`config.mk`:
```
export PLATFORM = sky130hd
export DESIGN_NAME = cipher_regif
export DESIGN_NICKNAME = d
export VERILOG_FILES = /design/src/rtl/cregif_pkg.sv /design/src/rtl/cregif_decode.sv /design/src/rtl/cregif_wordbank.sv /design/src/rtl/cipher_regif.sv
export SDC_FILE = /design/constraint.sdc
export NUM_CORES = 1
export LEC_CHECK = 0
export BUFFER_PORTS_ARGS = -buffer_cell sky130_fd_sc_hd__buf_2
export CAP_MARGIN = 5
export CORE_AREA = 2 2 235 237
export DETAILED_ROUTE_END_ITERATION = 12
export DIE_AREA = 0 0 237 239
export PLACE_DENSITY_LB_ADDON = 0.08
export SYNTH_ARGS = -nofsm -noshare
export SYNTH_HDL_FRONTEND = slang
export SYNTH_SLANG_ARGS = --single-unit
```
`constraint.sdc`:
```
create_clock -name clk -period 3.3 [get_ports clk]
set_input_delay 0.33 -clock clk [delete_from_list [all_inputs] [get_ports clk]]
set_output_delay 0.33 -clock clk [all_outputs]
set_load 0.005 [all_outputs]
```
`src/rtl/cregif_pkg.sv`:
```
package cregif_pkg;

    // Which mapped word an address selects.
    typedef enum logic [2:0] {
        RGN_NONE   = 3'd0,
        RGN_STATUS = 3'd1,
        RGN_KEY    = 3'd2,
        RGN_DATA   = 3'd3,
        RGN_DIR    = 3'd4
    } region_e;

    // Control state registered by the top.
    typedef struct packed {
        logic ready;
        logic start;
        logic encrypt;
    } ctrl_t;

    localparam ctrl_t CTRL_RESET = '{ready: 1'b1, start: 1'b0, encrypt: 1'b1};

endpackage

```
`src/rtl/cregif_decode.sv`:
```
module cregif_decode
    import cregif_pkg::*;
#(
    parameter int                ADDR_W     = 16,
    parameter logic [ADDR_W-1:0] BASE_ADDR  = 16'h2000,
    parameter int                KEY_WORDS  = 8,
    parameter int                DATA_WORDS = 4,
    localparam int               KIDX_W     = (KEY_WORDS > 1) ? $clog2(KEY_WORDS) : 1,
    localparam int               DIDX_W     = (DATA_WORDS > 1) ? $clog2(DATA_WORDS) : 1
) (
    input  logic [ADDR_W-1:0] addr,
    output region_e           region,
    output logic [KIDX_W-1:0] key_idx,
    output logic [DIDX_W-1:0] data_idx
);
    localparam int WIDX_W  = ADDR_W - 2;
    localparam int KEY_LO  = 1;
    localparam int DATA_LO = KEY_LO + KEY_WORDS;
    localparam int DIR_IX  = DATA_LO + DATA_WORDS;

    logic [ADDR_W:0]   diff;
    logic [WIDX_W-1:0] word;
    logic              below;
    logic              aligned;

    always_comb begin
        diff     = {1'b0, addr} - {1'b0, BASE_ADDR};
        below    = diff[ADDR_W];
        aligned  = (diff[1:0] == 2'b00);
        word     = diff[ADDR_W-1:2];
        region   = RGN_NONE;
        key_idx  = KIDX_W'(word - WIDX_W'(KEY_LO));
        data_idx = DIDX_W'(word - WIDX_W'(DATA_LO));
        if (!below && aligned) begin
            if (word == WIDX_W'(0)) begin
                region = RGN_STATUS;
            end else if (word < WIDX_W'(DATA_LO)) begin
                region = RGN_KEY;
            end else if (word < WIDX_W'(DIR_IX)) begin
                region = RGN_DATA;
            end else if (word == WIDX_W'(DIR_IX)) begin
                region = RGN_DIR;
            end
        end
    end

    // Key index must land inside the key bank whenever the key area is hit.
    always_comb begin
        if (region == RGN_KEY) begin
            assert_key_idx_range_R2: assert (int'(key_idx) < KEY_WORDS);
        end
        if (region == RGN_DATA) begin
            assert_data_idx_range_R3: assert (int'(data_idx) < DATA_WORDS);
        end
    end

endmodule

```
`src/rtl/cregif_wordbank.sv`:
```
module cregif_wordbank #(
    parameter int  WORDS    = 4,
    parameter int  WORD_W   = 32,
    parameter bit  HAS_LOAD = 1'b1,
    localparam int IDX_W    = (WORDS > 1) ? $clog2(WORDS) : 1,
    localparam int FLAT_W   = WORDS * WORD_W
) (
    input  logic              clk,
    input  logic              rst_n,
    input  logic              wr_en,
    input  logic [IDX_W-1:0]  wr_idx,
    input  logic [WORD_W-1:0] wr_data,
    input  logic              load_en,
    input  logic [FLAT_W-1:0] load_data,
    output logic [FLAT_W-1:0] words_flat
);
    logic [WORDS-1:0][WORD_W-1:0] words_d;
    logic [WORDS-1:0][WORD_W-1:0] words_q;
    logic                         load_hit;

    generate
        if (HAS_LOAD) begin : g_load
            assign load_hit = load_en;
        end else begin : g_noload
            logic unused_load;
            assign unused_load = load_en ^ (^load_data);
            assign load_hit    = 1'b0;
        end
    endgenerate

    always_comb begin
        words_d = words_q;
        if (load_hit) begin
            words_d = load_data;
        end else if (wr_en) begin
            for (int i = 0; i < WORDS; i++) begin
                if (wr_idx == IDX_W'(i)) begin
                    words_d[i] = wr_data;
                end
            end
        end
    end

    always_ff @(posedge clk or negedge rst_n) begin
        if (!rst_n) begin
            words_q <= '0;
        end else begin
            words_q <= words_d;
        end
    end

    assign words_flat = words_q;

    // The owner never stores and loads the same bank in one cycle (busy gating).
    assert_no_store_load_clash_R7: assert property (@(posedge clk) disable iff (!rst_n)
        !(wr_en && load_hit));

    // A quiet cycle leaves every word untouched.
    assert_bank_holds_R7: assert property (@(posedge clk) disable iff (!rst_n)
        (!wr_en && !load_hit) |=> $stable(words_q));

endmodule

```
`src/rtl/cipher_regif.sv`:
```
module cipher_regif
    import cregif_pkg::*;
#(
    parameter int                ADDR_W     = 16,
    parameter logic [ADDR_W-1:0] BASE_ADDR  = 16'h2000,
    parameter int                WORD_W     = 32,
    parameter int                KEY_WORDS  = 8,
    parameter int                DATA_WORDS = 4,
    localparam int               KEY_W      = KEY_WORDS * WORD_W,
    localparam int               BLK_W      = DATA_WORDS * WORD_W
) (
    input  logic              clk,
    input  logic              rst_n,
    input  logic              bus_valid,
    input  logic              bus_write,
    input  logic [ADDR_W-1:0] bus_addr,
    input  logic [WORD_W-1:0] bus_wdata,
    output logic              bus_ready,
    output logic [WORD_W-1:0] bus_rdata,
    output logic              eng_start,
    output logic              eng_encrypt,
    output logic [KEY_W-1:0]  eng_key,
    output logic [BLK_W-1:0]  eng_data_in,
    input  logic              eng_done,
    input  logic [BLK_W-1:0]  eng_result
);
    localparam int KIDX_W = (KEY_WORDS > 1) ? $clog2(KEY_WORDS) : 1;
    localparam int DIDX_W = (DATA_WORDS > 1) ? $clog2(DATA_WORDS) : 1;

    region_e           region;
    logic [KIDX_W-1:0] key_idx;
    logic [DIDX_W-1:0] data_idx;
    ctrl_t             ctrl_d;
    ctrl_t             ctrl_q;
    logic              store;
    logic              key_we;
    logic              data_we;
    logic              data_load;
    logic [DATA_WORDS-1:0][WORD_W-1:0] data_words;

    cregif_decode #(
        .ADDR_W     (ADDR_W),
        .BASE_ADDR  (BASE_ADDR),
        .KEY_WORDS  (KEY_WORDS),
        .DATA_WORDS (DATA_WORDS)
    ) u_decode (
        .addr     (bus_addr),
        .region   (region),
        .key_idx  (key_idx),
        .data_idx (data_idx)
    );

    // Next-state and strobe computation.
    always_comb begin
        ctrl_d       = ctrl_q;
        ctrl_d.start = 1'b0;
        store        = bus_valid && bus_write;
        key_we       = store && ctrl_q.ready && (region == RGN_KEY);
        data_we      = store && ctrl_q.ready && (region == RGN_DATA);
        data_load    = eng_done && !ctrl_q.ready;
        if (ctrl_q.ready) begin
            if (store && (region == RGN_DIR)) begin
                ctrl_d.encrypt = bus_wdata[0];
                ctrl_d.start   = 1'b1;
                ctrl_d.ready   = 1'b0;
            end
        end else if (eng_done) begin
            ctrl_d.ready = 1'b1;
        end
    end

    always_ff @(posedge clk or negedge rst_n) begin
        if (!rst_n) begin
            ctrl_q <= CTRL_RESET;
        end else begin
            ctrl_q <= ctrl_d;
        end
    end

    cregif_wordbank #(
        .WORDS    (KEY_WORDS),
        .WORD_W   (WORD_W),
        .HAS_LOAD (1'b0)
    ) u_key_bank (
        .clk        (clk),
        .rst_n      (rst_n),
        .wr_en      (key_we),
        .wr_idx     (key_idx),
        .wr_data    (bus_wdata),
        .load_en    (1'b0),
        .load_data  ({KEY_W{1'b0}}),
        .words_flat (eng_key)
    );

    cregif_wordbank #(
        .WORDS    (DATA_WORDS),
        .WORD_W   (WORD_W),
        .HAS_LOAD (1'b1)
    ) u_data_bank (
        .clk        (clk),
        .rst_n      (rst_n),
        .wr_en      (data_we),
        .wr_idx     (data_idx),
        .wr_data    (bus_wdata),
        .load_en    (data_load),
        .load_data  (eng_result),
        .words_flat (eng_data_in)
    );

    assign data_words = eng_data_in;

    // Load data mux; the key area is write-only.
    always_comb begin
        bus_rdata = '0;
        if (bus_valid && !bus_write) begin
            case (region)
                RGN_STATUS: bus_rdata = {{(WORD_W-1){1'b0}}, ctrl_q.ready};
                RGN_DATA:   bus_rdata = data_words[data_idx];
                RGN_DIR:    bus_rdata = {{(WORD_W-1){1'b0}}, ctrl_q.encrypt};
                default:    bus_rdata = '0;
            endcase
        end
    end

    assign bus_ready   = 1'b1;
    assign eng_start   = ctrl_q.start;
    assign eng_encrypt = ctrl_q.encrypt;

    // Launch pulse is a single cycle wide.
    assert_start_single_R5: assert property (@(posedge clk) disable iff (!rst_n)
        eng_start |=> !eng_start);

    // A launch is only issued from the idle state.
    assert_start_from_idle_R5: assert property (@(posedge clk) disable iff (!rst_n)
        $rose(eng_start) |-> $past(ctrl_q.ready));

    // Busy persists until the engine reports done.
    assert_busy_holds_R6: assert property (@(posedge clk) disable iff (!rst_n)
        (!ctrl_q.ready && !eng_done) |=> !ctrl_q.ready);

    // Done while busy returns to idle in the next cycle.
    assert_done_sets_ready_R6: assert property (@(posedge clk) disable iff (!rst_n)
        (!ctrl_q.ready && eng_done) |=> ctrl_q.ready);

    // Key and direction are frozen while the engine runs.
    assert_key_frozen_R7: assert property (@(posedge clk) disable iff (!rst_n)
        !ctrl_q.ready |=> $stable(eng_key));
    assert_dir_frozen_R7: assert property (@(posedge clk) disable iff (!rst_n)
        !ctrl_q.ready |=> $stable(eng_encrypt));

    // Done while idle leaves the data block alone.
    assert_idle_done_ignored_R10: assert property (@(posedge clk) disable iff (!rst_n)
        (ctrl_q.ready && eng_done && !(bus_valid && bus_write)) |=> $stable(eng_data_in));

    // Unmapped loads read as zero.
    assert_unmapped_zero_R9: assert property (@(posedge clk) disable iff (!rst_n)
        (bus_valid && !bus_write && region == RGN_NONE) |-> (bus_rdata == '0));

endmodule

```
### Yosys cells after proc, flatten, opt, wreduce, memory -nomap -nowiden

Cells that the tools add are included.
W data, S select, Z words.

| storage, ports and cells | value |
|---|---|
| register bits after elaboration | 387 |
| output and inout bits | 419 |
| word-level logic and storage cells | 88 |

| cells by class | value |
|---|---|
| $add $sub $neg | 3 |
| $lt $le $gt $ge | 3 |
| eq/ne operators | 15 |
| muxes and demuxes | 19 |
| reductions and logical operators | 33 |

Operators with widths:

| operator | number |
|---|---|
| $mux W128 | 2 |
| $mux W32 | 6 |
| $pmux W32 S3 | 1 |
| $bmux W32 S2 | 1 |
| $lt A14 B4 Y1 const B | 2 |
| $reduce_and A2 Y1 | 13 |
| $mux W3 | 6 |
| $sub A16 B14 Y17 const B | 1 |
| $eq A3 B3 Y1 const B | 5 |
| $eq A14 B4 Y1 const B | 1 |
| $logic_not A14 Y1 | 1 |
| $eq A3 B2 Y1 const B | 4 |
| $reduce_bool A2 Y1 | 5 |
| $logic_and A1 B1 Y1 | 8 |
| $eq A3 B1 Y1 const B | 2 |
| $eq A2 B2 Y1 const B | 2 |
| $logic_not A2 Y1 | 2 |
| $logic_not A1 Y1 | 3 |
| $logic_not A3 Y1 | 1 |
| $lt A2 B3 Y1 const B | 1 |
| $sub A3 B1 Y3 const B | 1 |
| $eq A2 B1 Y1 const B | 1 |
| $mux W1 | 2 |
| $mux W2 | 1 |
| $sub A2 B1 Y2 const B | 1 |

### Depth between registers and ports, before layout

Gate-level depths: netlist (run 1).

| logic depth | value |
|---|---|
| word-level depth | 11 |
| gate-level depth with buffers | 11 |
| gate-level depth less buffers | 7 |

### Hierarchy

A second synthesis (run 1) with hierarchy kept.

| unflattened totals | value |
|---|---|
| cells, all modules | 1379 |
| area total of the unflattened synthesis | 17285.3 sq um |

Modules (own cells, without submodules):

| module | instances | cells an instance | area each (sq um) | seq. area each (sq um) |
|---|---|---|---|---|
| cregif_wordbank (u_key_bank) | 1 | 551 | 9611.7 | 6406.1 |
| cregif_wordbank (u_data_bank) | 1 | 704 | 6243.5 | 3203.1 |
| cipher_regif | 1 | 99 | 1248.7 | 77.6 |
| cregif_decode | 1 | 25 | 181.4 | 0.0 |

### Worst setup path after synthesis (run 1)

No wires, ideal clock.

| timing | value |
|---|---|
| path kind | input to register |
| start point | in bus_addr[2] |
| end point | reg u_data_bank.words_q, in the netlist u_data_bank.words_flat[85] |
| setup time | 126 ps |
| arrival time | 2896 ps |
| data required time | 3174 ps |
| path slack | 278 ps |
| stages | 10 |
| buffers on the path | 3 |
| cell sequence | clkbuf_1 buf_1 inv_1 ha_1 xnor2_1 nand3_1 nor4_1 buf_2 nor2_1 a221o_1 |

| on the way | value |
|---|---|
| longest elaborated chain between the ends | 11 |
| elaborated cells on any way between the ends | 19 |
| those cells by class | 2 x add/sub; 2 x order compare; 3 x eq/ne; 5 x mux; 7 x reduce/logical |

Ends and longest elaborated chain:

| item | line | source |
|---|---|---|
| from (decl) | cipher_regif.sv:16 | `input logic [ADDR_W-1:0] bus_addr,` |
| $sub A16 B14 Y17 (*) | cregif_decode.sv:27 | `diff = {1'b0, addr} - {1'b0, BASE_ADDR};` |
| parallel branches: the longest is 9 deep, another holds $lt A14 B4 Y1 | - |  |
| $reduce_and A2 Y1 (no line) (*) | - |  |
| to (signal assigned) | cregif_wordbank.sv:48 | `words_q <= words_d;` |
| to (decl) | cregif_wordbank.sv:18 | `logic [WORDS-1:0][WORD_W-1:0] words_q;` |

Every way passes the cells marked *.
A chain may end at the register's enable or synchronous reset.

### Worst setup path after layout (run 1)

| timing | value |
|---|---|
| start point | in bus_addr[13] |
| end point | out bus_rdata[3] |

| on the way | value |
|---|---|
| longest elaborated chain between the ends | 10 |
| elaborated cells on any way between the ends | 17 |
| those cells by class | 1 x add/sub; 2 x order compare; 4 x eq/ne; 7 x mux; 3 x reduce/logical |

Ends and longest elaborated chain:

| item | line | source |
|---|---|---|
| $sub A16 B14 Y17 (*) | cregif_decode.sv:27 |  |
| parallel branches: the longest is 5 deep, another holds $lt A14 B4 Y1 | - |  |
| $mux W3 (*) | cregif_decode.sv:34 | `if (!below && aligned) begin` |
| $eq A3 B3 Y1, or another cell as far along | cipher_regif.sv:116 | `case (region)` |
| $pmux W32 S3 (*) | cipher_regif.sv:116 |  |
| $mux W32 (*) | cipher_regif.sv:115 | `if (bus_valid && !bus_write) begin` |
| to (decl) | cipher_regif.sv:19 | `output logic [WORD_W-1:0] bus_rdata,` |

Marks and branches as above.

==> results of run 1 <==
final timing paths:
| path | from | end | depth (start not counted) |
|---|---|---|---|
| worst min register to register | u_key_bank.words_flat[16] | u_key_bank.words_flat[16] | 1 |
| min in group asynchronous | rst_n | u_key_bank.words_flat[23] | 2 |
| worst min-delay path | eng_result[76] | u_data_bank.words_flat[76] | 2 |
| max in group asynchronous | rst_n | u_key_bank.words_flat[142] | 3 |
| worst max-delay path | bus_addr[13] | bus_rdata[3] | 10 |
| worst max register to register | ctrl_q[2] | u_key_bank.words_flat[198] | 6 |
cell type report:
cell class | count | share of cell area [%]
clock buffer | 76 | 6.17
tap | 704 | 3.78
sequential | 387 | 41.6
antenna | 6 | 0.0644
multi-input combinational | 736 | 28.1
inverter | 6 | 0.0966
clock inverter | 7 | 0.483
timing repair buffer | 747 | 19.7
routing by layer:
layer,GRT usage [%],part of all wire (%)
met5,0,0.091
met4,8.09,2.8
met3,5.73,7.0
met2,42.0,50
met1,31.6,40
timing repair:
action                                 CTS  global route
hold buffers                            90             0
endpoints found under the hold margin  158             0
gates resized for setup                  0             0
synthesized netlist by cell type, drive strengths merged (6+ instances only):
| cell | count |
|---|---|
| nor4 | 6 |
| ha | 8 |
| and3 | 37 |
| a221o | 128 |
| dfrtp | 385 |
| nand3 | 8 |
| nor2 | 104 |
| nand2 | 100 |
| and2 | 32 |
| mux2 | 257 |
| inv | 6 |
| mux4 | 32 |
| buf | 33 |
| clkbuf | 93 |
state kept, by name, summed over array words and instances, names as in the netlist:
name	cells
eng_encrypt	1
ctrl_q	1
u_key_bank.words_flat	256
eng_start	1
u_data_bank.words_flat	128
cell families after synthesis:
group | after synthesis | share of synthesized area, %
flip-flops | 387 | 57.8
buffers and inverters | 132 | 3.57
AO/OA/AOI/OAI | 129 | 7.69
XOR/XNOR | 3 | 0.157
multiplexers | 289 | 21.6
AND/OR/NAND/NOR | 306 | 8.56
adder cells (fa/ha/maj) | 8 | 0.598
other | 1 | 0.0224
power groups by stage:
stage	Sequential, mW	Combinational (mW)	Clock (mW)
after floorplan	5.15	0.457	0
after global placement	5.20	1.09	0
after global routing	5.14	1.29	5.57
after detailed placement	5.20	1.09	0
after CTS	5.12	1.19	5.38
final	5.12	1.17	5.26
metrics by stage:
stage	power [mW]	cells	area, um2
after floorplan	5.61	1255	16800
after global placement	6.29	2490	20800
after detailed placement	6.30	2490	20800
after CTS	11.7	2663	23300
after global routing	12.0	2668	23300
final	11.5	2669	23300
==> results.ini, run 1 <==
[logic_synthesis]
synth-edff-count = 0
synth_top_area_cell = dfrtp_1
ys_ff_latch = 387
synth_top_area_share_pct = 57.5
synth_fp_nets = 1444
synth_cells = 1255
syn_avg_cell_area_um2 = 13.3
yosys_warnings = 0
netlist_top_cells_area = dfrtp_1 58%, mux2_2 17%, a221o_1 7.6%
synth.distinct_cells = 37
async_flop_share_pct = 100
ys_seq_area_share_pct = 57.8
synth_area_um2 = 16800
synth_ff_type = dfrtp_1

[job]
max_cap_viol_count = 0

[grt]
grt_overflow_total = 0
grt_pass1_wl_um = 102000
grt_max_degree = 129
grt_pass1_vias = 14160
grt_antenna_before_repair = 11
track_usage_pct = 24.9

[pwr]
p_seq_share_pct = 44.4
p_per_area_nw_per_um2 = 496
ir_worst_vdd_uv = 437
leakagePower_nw = 12.9
p_int_mw = 8.70
power_frac_comb_pct = 10.1
sw_frac_of_total_pct = 24.7
clock_power_share_pct = 45.5
power.net_switching_mw = 2.85

[status]
status = completed

[final_layout]
final_common_cell = buf_2
area_growth_syn_to_layout_pct = 39.1
multi_input_area_um2 = 6550
utilization_pct = 42.9
layout_common_cells = 596 x buf_2, 385 x dfrtp_1, 252 x mux2_2
fillers = 5239
drive_above_1_share_pct = 52.6
final_net_count = 2113
seq_area_um2 = 9690

[placed_design]
numPortBuffers = 598
dp_slack_ps = 230
routabilityCongestion = 0.855
dp_hpwl_um = 49800

[sta]
setup_tns_ps = 0
finalSetupViolations = 0
slew_viol_final = 0
max_slew_margin_pct = 25.2
fin_crit_sh_pct = 86.4
max_freq_mhz = 351
fin_worst_skew_ps = 10.9
worst_pin_slew_ps = 1120
timing_hold_violations_final = 0
rsz0062_at_grt = false
fin_hold_ws_ps = 33.6
setup_ws_ps = 448
fin_crit_ps = 2850

[floorplanning]
num_rows = 86
die-height_um = 239
coreArea_um2 = 54300
io_pins = 600
fp.dieW_um = 237
initial_utilization_pct = 30.8
dieArea_um2 = 56600

[clock_network]
ctsLongestPathBuffers = 3
clk_pin_slew_ps = 60
clock_sinks = 387
root_buffer = clkbuf_16
cts_buffers = 46
cts_setup_buffers = 0
cts_tree = built
clock_latency_ps = 570
htree_levels = 2

[setup_path]
crit_path_end_kind = primary output
r2r_setup_slack_ps = 1030
path_max_fanout = 13
path_class = input pin to primary output
cp_num_buf_inv = 5
cpPeakStageDelay_ps = 520
cp.arrival_ps = 2520
crit_chain = buf_2 -> inv_1 -> ha_1 -> xor2_1 -> or4_1 -> buf_4 -> nor3_2 -> buf_4 -> and3_1 -> buf_2
worst_path_dominant_cell_family = simple AND/OR/NAND/NOR gates
worstPathRequired_ps = 2970
start_kind = input pin
cp_slowest_cell = or4_1

[route]
avgViaCountPerCell = 5.13
drt-initial-drc-count = 810
wire_per_inst_um = 26.9
finalWirelength_um = 71700
first_pass_iters = 5
vias = 13681
drc = 0
antenna_left = 0

[min_path]
hp-class = input pin to flip-flop

(Power assumes the default switching activity.)
==> inputs of run 2 (changes only) <==
--- a/config.mk
+++ b/config.mk
@@ -7,10 +7,11 @@
 export LEC_CHECK = 0
 export BUFFER_PORTS_ARGS = -buffer_cell sky130_fd_sc_hd__buf_2
 export CAP_MARGIN = 5
-export CORE_AREA = 2 2 235 237
+export CORE_AREA = 4 4 234 236
 export DETAILED_ROUTE_END_ITERATION = 12
-export DIE_AREA = 0 0 237 239
+export DIE_AREA = 0 0 238 240
 export PLACE_DENSITY_LB_ADDON = 0.08
 export SYNTH_ARGS = -nofsm -noshare
 export SYNTH_HDL_FRONTEND = slang
+export SYNTH_HIERARCHICAL = 1
 export SYNTH_SLANG_ARGS = --single-unit
==> run 2 against run 1 <==
Non-clock buffer count rose by 3. Worst setup slack got worse by 100 ps. Via count rose by 2.1%. Cell area increased by 1.3%. Hold slack worse by 1.3 ps.
==> results.ini, run 2 <==
[route]
finalWirelength_um = 69300  ; -3.4%
avgViaCountPerCell = 4.99  ; -2.7%
first_pass_iters = 5  ; unchanged
antenna_left = 0  ; unchanged
drc = 0  ; unchanged
vias = 13963  ; +2.1%
drt-initial-drc-count = 695  ; -14%
wire_per_inst_um = 24.8  ; -7.9%

[pwr]
leakagePower_nw = 12.4  ; -3.2%
power.net_switching_mw = 2.82  ; -0.95%
clock_power_share_pct = 43.9  ; -1.6 points
power_frac_comb_pct = 10.1  ; about the same
sw_frac_of_total_pct = 25.0  ; +0.35 points
p_int_mw = 8.46  ; -2.8%
p_per_area_nw_per_um2 = 478  ; -3.6%
ir_worst_vdd_uv = 316  ; -28%
p_seq_share_pct = 46.0  ; +1.6 points

[setup_path]
path_class = input pin to primary output
cp_num_buf_inv = 4  ; -1
worst_path_dominant_cell_family = simple AND/OR/NAND/NOR gates
path_max_fanout = 19  ; +6
worstPathRequired_ps = 2970  ; about the same
start_kind = input pin
cpPeakStageDelay_ps = 350  ; -170 ps
cp_slowest_cell = a211oi_1
r2r_setup_slack_ps = 890  ; -140 ps
crit_chain = buf_2 -> inv_1 -> ha_1 -> nor4b_2 -> nand4_1 -> a211oi_1 -> nor2b_2 -> nand4_1 -> buf_4 -> nor2b_1 -> buf_2
crit_path_end_kind = primary output
cp.arrival_ps = 2630  ; +110 ps

[floorplanning]
coreArea_um2 = 52400  ; -3.5%
io_pins = 600  ; unchanged
num_rows = 84  ; -2.3%
die-height_um = 240  ; +0.42%
initial_utilization_pct = 33.0  ; +2.1 points
dieArea_um2 = 57100  ; +0.84%
fp.dieW_um = 238  ; +0.42%

[logic_synthesis]
synth_cells = 1378  ; +9.8%
syn_avg_cell_area_um2 = 12.5  ; -6.0%
synth_fp_nets = 1562  ; +8.2%
yosys_warnings = 6  ; +6
synth_area_um2 = 17300  ; +3.2%

[sta]
slew_viol_final = 0  ; unchanged
finalSetupViolations = 0  ; unchanged
fin_worst_skew_ps = 13.7  ; +2.80 ps
setup_ws_ps = 345  ; -103 ps
timing_hold_violations_final = 0  ; unchanged
max_freq_mhz = 338  ; -3.5%
fin_crit_sh_pct = 89.6  ; +3.1 points
max_slew_margin_pct = 41.8  ; +17 points
setup_tns_ps = 0  ; unchanged
worst_pin_slew_ps = 870  ; -250 ps
rsz0062_at_grt = false
fin_crit_ps = 2960  ; +103 ps
fin_hold_ws_ps = 32.3  ; -1.31 ps

[clock_network]
cts_buffers = 46  ; unchanged
cts_tree = built
htree_levels = 2  ; unchanged
clock_latency_ps = 570  ; about the same
ctsResizeCount = 0  ; unchanged
ctsLongestPathBuffers = 3  ; unchanged
root_buffer = clkbuf_16
clk_pin_slew_ps = 50  ; about the same
clock_sinks = 387  ; unchanged

[final_layout]
drive_above_1_share_pct = 49.1  ; -3.4 points
utilization_pct = 45.0  ; +2.1 points
area_growth_syn_to_layout_pct = 36.6
final_net_count = 2259  ; +6.9%
layout_common_cells = 597 x buf_2, 385 x dfrtp_1, 246 x a21oi_1
final_common_cell = buf_2
largest_register_ffs = 256  ; unchanged
fillers = 5028  ; -4.0%

[min_path]
hp-class = input pin to flip-flop

[placed_design]
dp_hpwl_um = 49100  ; -1.5%
routabilityCongestion = 0.821  ; -4.0%
numPortBuffers = 598  ; unchanged
dp_slack_ps = -73.9  ; -304 ps

[grt]
grt_antenna_before_repair = 8  ; -3
grt_max_degree = 152  ; +18%
track_usage_pct = 23.5  ; -1.3 points
grt_pass1_wl_um = 101000  ; -1.9%
grt_overflow_total = 0  ; unchanged
grt_pass1_vias = 14578  ; +3.0%

[job]
max_cap_viol_count = 0  ; unchanged

[status]
status = completed

[run 2: final cells by class]
class | instances | area, um2 | area share, %
Sequential cell | 387 | 9690 | 41.0
Multi-Input combinational cell | 884 | 6930 | 29.3
Timing Repair Buffer | 750 | 4630 | 19.6
Clock buffer | 70 | 1410 | 5.98
Tap cell | 688 | 861 | 3.65
Clock inverter | 11 | 65.1 | 0.276
Inverter | 6 | 23.8 | 0.101
Antenna cell | 4 | 10.0 | 0.0424
[run 2: power groups by stage]
stage          Combinational (mW)  Sequential, mW  Clock [mW]
6_report                     1.14            5.18        4.95
5_1_grt                      1.26            5.21        5.31
4_1_cts                      1.16            5.18        5.12
3_5_place_dp                 1.06            5.27           0
3_3_place_gp                 1.05            5.26           0
2_1_floorplan               0.390            5.20           0
[run 2: layer usage]
layer	GRT usage, %	routed length [um]	vias to the layer above	share of wire [%]
met1	29.7	28000	7150	40
met5	0	55	-	0.079
met4	7.97	2300	8	3.3
met3	6.25	4880	117	7.0
met2	39.5	34100	470	49
li1	-	-	6218	-
[run 2: timing repair]
item                                   4_1_cts  5_1_grt
buffers inserted                             0        0
endpoints found under the hold margin      158        0
setup endpoints to repair                    0        0
hold buffers                                98        0
[run 2: through the flow]
step / power (mW) / instances / cell area [um2]
6_report: 11.3 / 2800 / 23600
3_5_place_dp: 6.33 / 2617 / 21100
2_1_floorplan: 5.59 / 1378 / 17300
4_1_cts: 11.5 / 2796 / 23600
3_3_place_gp: 6.31 / 2617 / 21100
5_1_grt: 11.8 / 2799 / 23600
[run 2: final timing paths]
path / startpoint / end / depth (start not counted)
setup / recovery: bus_addr[13] / bus_rdata[8] / 11
hold / removal: eng_result[59] / u_data_bank/words_flat[59] / 3
setup reg to reg: ctrl_q[2] / u_key_bank/words_flat[149] / 6
hold reg to reg: u_key_bank/words_flat[144] / u_key_bank/words_flat[144] / 1
max in group asynchronous: rst_n / u_key_bank/words_flat[208] / 3
min in group asynchronous: rst_n / u_key_bank/words_flat[96] / 2
[run 2: worst register-to-register path, stage by stage, from the launching register on]
cell      delay, ps
dfstp_2         580
nand3_1         180
nor3b_1         240
buf_4           200
nor4bb_4        480
buf_12          240
mux2_2          380
==> inputs of run 3 (changes only) <==
--- a/config.mk
+++ b/config.mk
@@ -7,10 +7,12 @@
 export LEC_CHECK = 0
 export BUFFER_PORTS_ARGS = -buffer_cell sky130_fd_sc_hd__buf_2
 export CAP_MARGIN = 5
-export CORE_AREA = 4 4 234 236
+export CORE_AREA = 4 4 232 234
+export CTS_CLUSTER_SIZE = 10
 export DETAILED_ROUTE_END_ITERATION = 12
-export DIE_AREA = 0 0 238 240
+export DIE_AREA = 0 0 236 238
 export PLACE_DENSITY_LB_ADDON = 0.08
+export SLEW_MARGIN = 15
 export SYNTH_ARGS = -nofsm -noshare
 export SYNTH_HDL_FRONTEND = slang
 export SYNTH_HIERARCHICAL = 1
==> run 3 against run 2 <==
Power decreased by 2.7%. Clock power decreased by 6.1%. Die area decreased by 1.7%. Clock-buffer cell count decreased by 9. Sequential share of layout area increased by 0.48 points. Via count decreased by 1.4%. Final cell count decreased by 0.96%. Register-to-register slack improved by 40 ps. Global-route usage increased by 0.53 points.
==> results.ini, run 3 (synthesized netlist as in run 2, its figures left out) <==
[status]
status = completed

[sta]
fin_crit_ps = 2930  ; -25.7 ps
finalSetupViolations = 0  ; unchanged
setup_tns_ps = 0  ; unchanged
fin_worst_skew_ps = 11.7  ; -1.92 ps
setup_ws_ps = 370  ; +25.7 ps
max_slew_margin_pct = 28.5  ; -13 points
timing_hold_violations_final = 0  ; unchanged
fin_hold_ws_ps = 26.4  ; -5.95 ps
slew_viol_final = 0  ; unchanged
fin_crit_sh_pct = 88.8  ; -0.78 points
rsz0062_at_grt = false
worst_pin_slew_ps = 1070  ; +202 ps
max_freq_mhz = 341  ; +0.88%

[route]
finalWirelength_um = 70000  ; +0.96%
vias = 13764  ; -1.4%
antenna_left = 0  ; unchanged
first_pass_iters = 5  ; unchanged
wire_per_inst_um = 25.2  ; +1.9%
drt-initial-drc-count = 668  ; -3.9%
drc = 0  ; unchanged
avgViaCountPerCell = 4.96  ; -0.47%

[placed_design]
dp_slack_ps = 164  ; +238 ps
placed_cells = 2617  ; unchanged
dpl_cell_area_um2 = 21100  ; about the same
routabilityCongestion = 0.819  ; -0.24%
dp_hpwl_um = 49500  ; +0.91%
numPortBuffers = 598  ; unchanged

[clock_network]
ctsLongestPathBuffers = 3  ; unchanged
root_buffer = clkbuf_16
cts_tree = built
htree_levels = 2  ; unchanged
clock_latency_ps = 580  ; about the same
clk_pin_slew_ps = 60  ; about the same
clock_sinks = 387  ; unchanged
ctsResizeCount = 0  ; unchanged
cts_buffers = 46  ; unchanged
cts_setup_buffers = 0  ; unchanged
cts_hold_buf = 89  ; -9.2%

[final_layout]
utilization_pct = 44.9  ; -0.16 points
area_growth_syn_to_layout_pct = 35.1
finalNonFillerCells = 2773  ; -0.96%
largest_register_ffs = 256  ; unchanged
drive_above_1_share_pct = 48.8  ; -0.32 points
fillers = 4974  ; -1.1%
final_net_count = 2250  ; -0.40%
layout_common_cells = 597 x buf_2, 385 x dfrtp_1, 246 x a21oi_1
stdcell_area_um2 = 23300  ; -1.2%
final_common_cell = buf_2

[floorplanning]
fp.dieW_um = 236  ; -0.84%
coreArea_um2 = 52000  ; -0.80%
io_pins = 600  ; unchanged
dieArea_um2 = 56200  ; -1.7%
die-height_um = 238  ; -0.83%
num_rows = 84  ; unchanged
initial_utilization_pct = 33.2  ; +0.27 points

[setup_path]
r2r-start = ctrl_q[2]
ff2ff_path_depth = 6  ; unchanged
crit_path_end_kind = primary output
start_kind = input pin
path_max_fanout = 10  ; -9
crit_start = bus_addr[13]
cp.arrival_ps = 2600  ; -30 ps
worstPathRequired_ps = 2970  ; about the same
path_class = input pin to primary output
crit_path_end = bus_rdata[29]
r2r_setup_slack_ps = 930  ; +40 ps
r2r_end = u_key_bank/words_flat[143]

[pwr]
p_seq_share_pct = 47.2  ; +1.2 points
finalPower_mw = 11.0  ; -2.7%
sw_frac_of_total_pct = 25.3  ; +0.25 points
ir_worst_vdd_uv = 349  ; +11%
power.net_switching_mw = 2.77  ; -1.7%
clock_power_share_pct = 42.4  ; -1.5 points
p_per_area_nw_per_um2 = 470  ; -1.5%
leakagePower_nw = 12.3  ; -1.2%
power_frac_comb_pct = 10.4  ; +0.3 points
p_int_mw = 8.20  ; -3.0%

[min_path]
hold_depth = 3  ; unchanged
hp-class = input pin to flip-flop

[grt]
grt_antenna_before_repair = 3  ; -5
grt_overflow_total = 0  ; unchanged
grt_pass1_vias = 14534  ; -0.30%
grt_max_degree = 172  ; +13%
track_usage_pct = 24.1  ; +0.53 points
grt_pass1_wl_um = 102000  ; +1.3%

[job]
max_cap_viol_count = 0  ; unchanged

==> run 3: changes by cell type in the layout (fill, tap and decap cells not counted), moves of 2 or more <==
cell	delta
clkbuf_1	+3
dlygate4sd3_1	-9
clkinv_2	-8
diode_2	-2
clkbuf_8	-11
==> run 3: power groups by stage <==
stage	combinational, mW	clock (mW)	sequential [mW]
floorplan	0.390	0	5.20
global placement	1.07	0	5.25
detailed placement	1.08	0	5.26
CTS	1.17	4.79	5.18
global route	1.26	4.97	5.20
finish	1.14	4.65	5.18
==> run 3: area by class of cell <==
cell class	count	area [um2]	share of cell area, %
flip-flops and latches	387	9690	41.5
multi-input cells	884	6930	29.7
repair buffers	741	4520	19.4
clock buffers	61	1250	5.34
well taps	688	861	3.69
clock inverters	4	63.8	0.273
inverters	6	23.8	0.102
diodes	2	5.00	0.0214
==> run 3: worst min path at each step <==
stage,startpoint,to
2_1_floorplan,rst_n,eng_start
3_3_place_gp,rst_n,u_data_bank/words_flat[82]
3_5_place_dp,rst_n,u_data_bank/words_flat[82]
4_1_cts,eng_result[3],u_data_bank/words_flat[3]
5_1_grt,eng_result[4],u_data_bank/words_flat[4]
6_report,eng_result[3],u_data_bank/words_flat[3]
==> run 3: layer usage <==
| layer | vias to the layer above | GRT usage, % | routed length (um) |
|---|---|---|---|
| li1 | 6176 | - | - |
| met1 | 7019 | 31.2 | 29400 |
| met2 | 468 | 40.3 | 33800 |
| met3 | 97 | 6.72 | 4940 |
| met4 | 4 | 6.12 | 1810 |
| met5 | - | 0 | 23 |
==> run 3: worst max-delay path: stages <==
cell,delay (ps)
buf_2,90
inv_1,40
ha_1,260
nor4b_2,180
nand4_1,180
a211oi_1,280
nor2b_2,230
nand4_1,270
buf_4,300
nor2b_1,240
buf_2,190
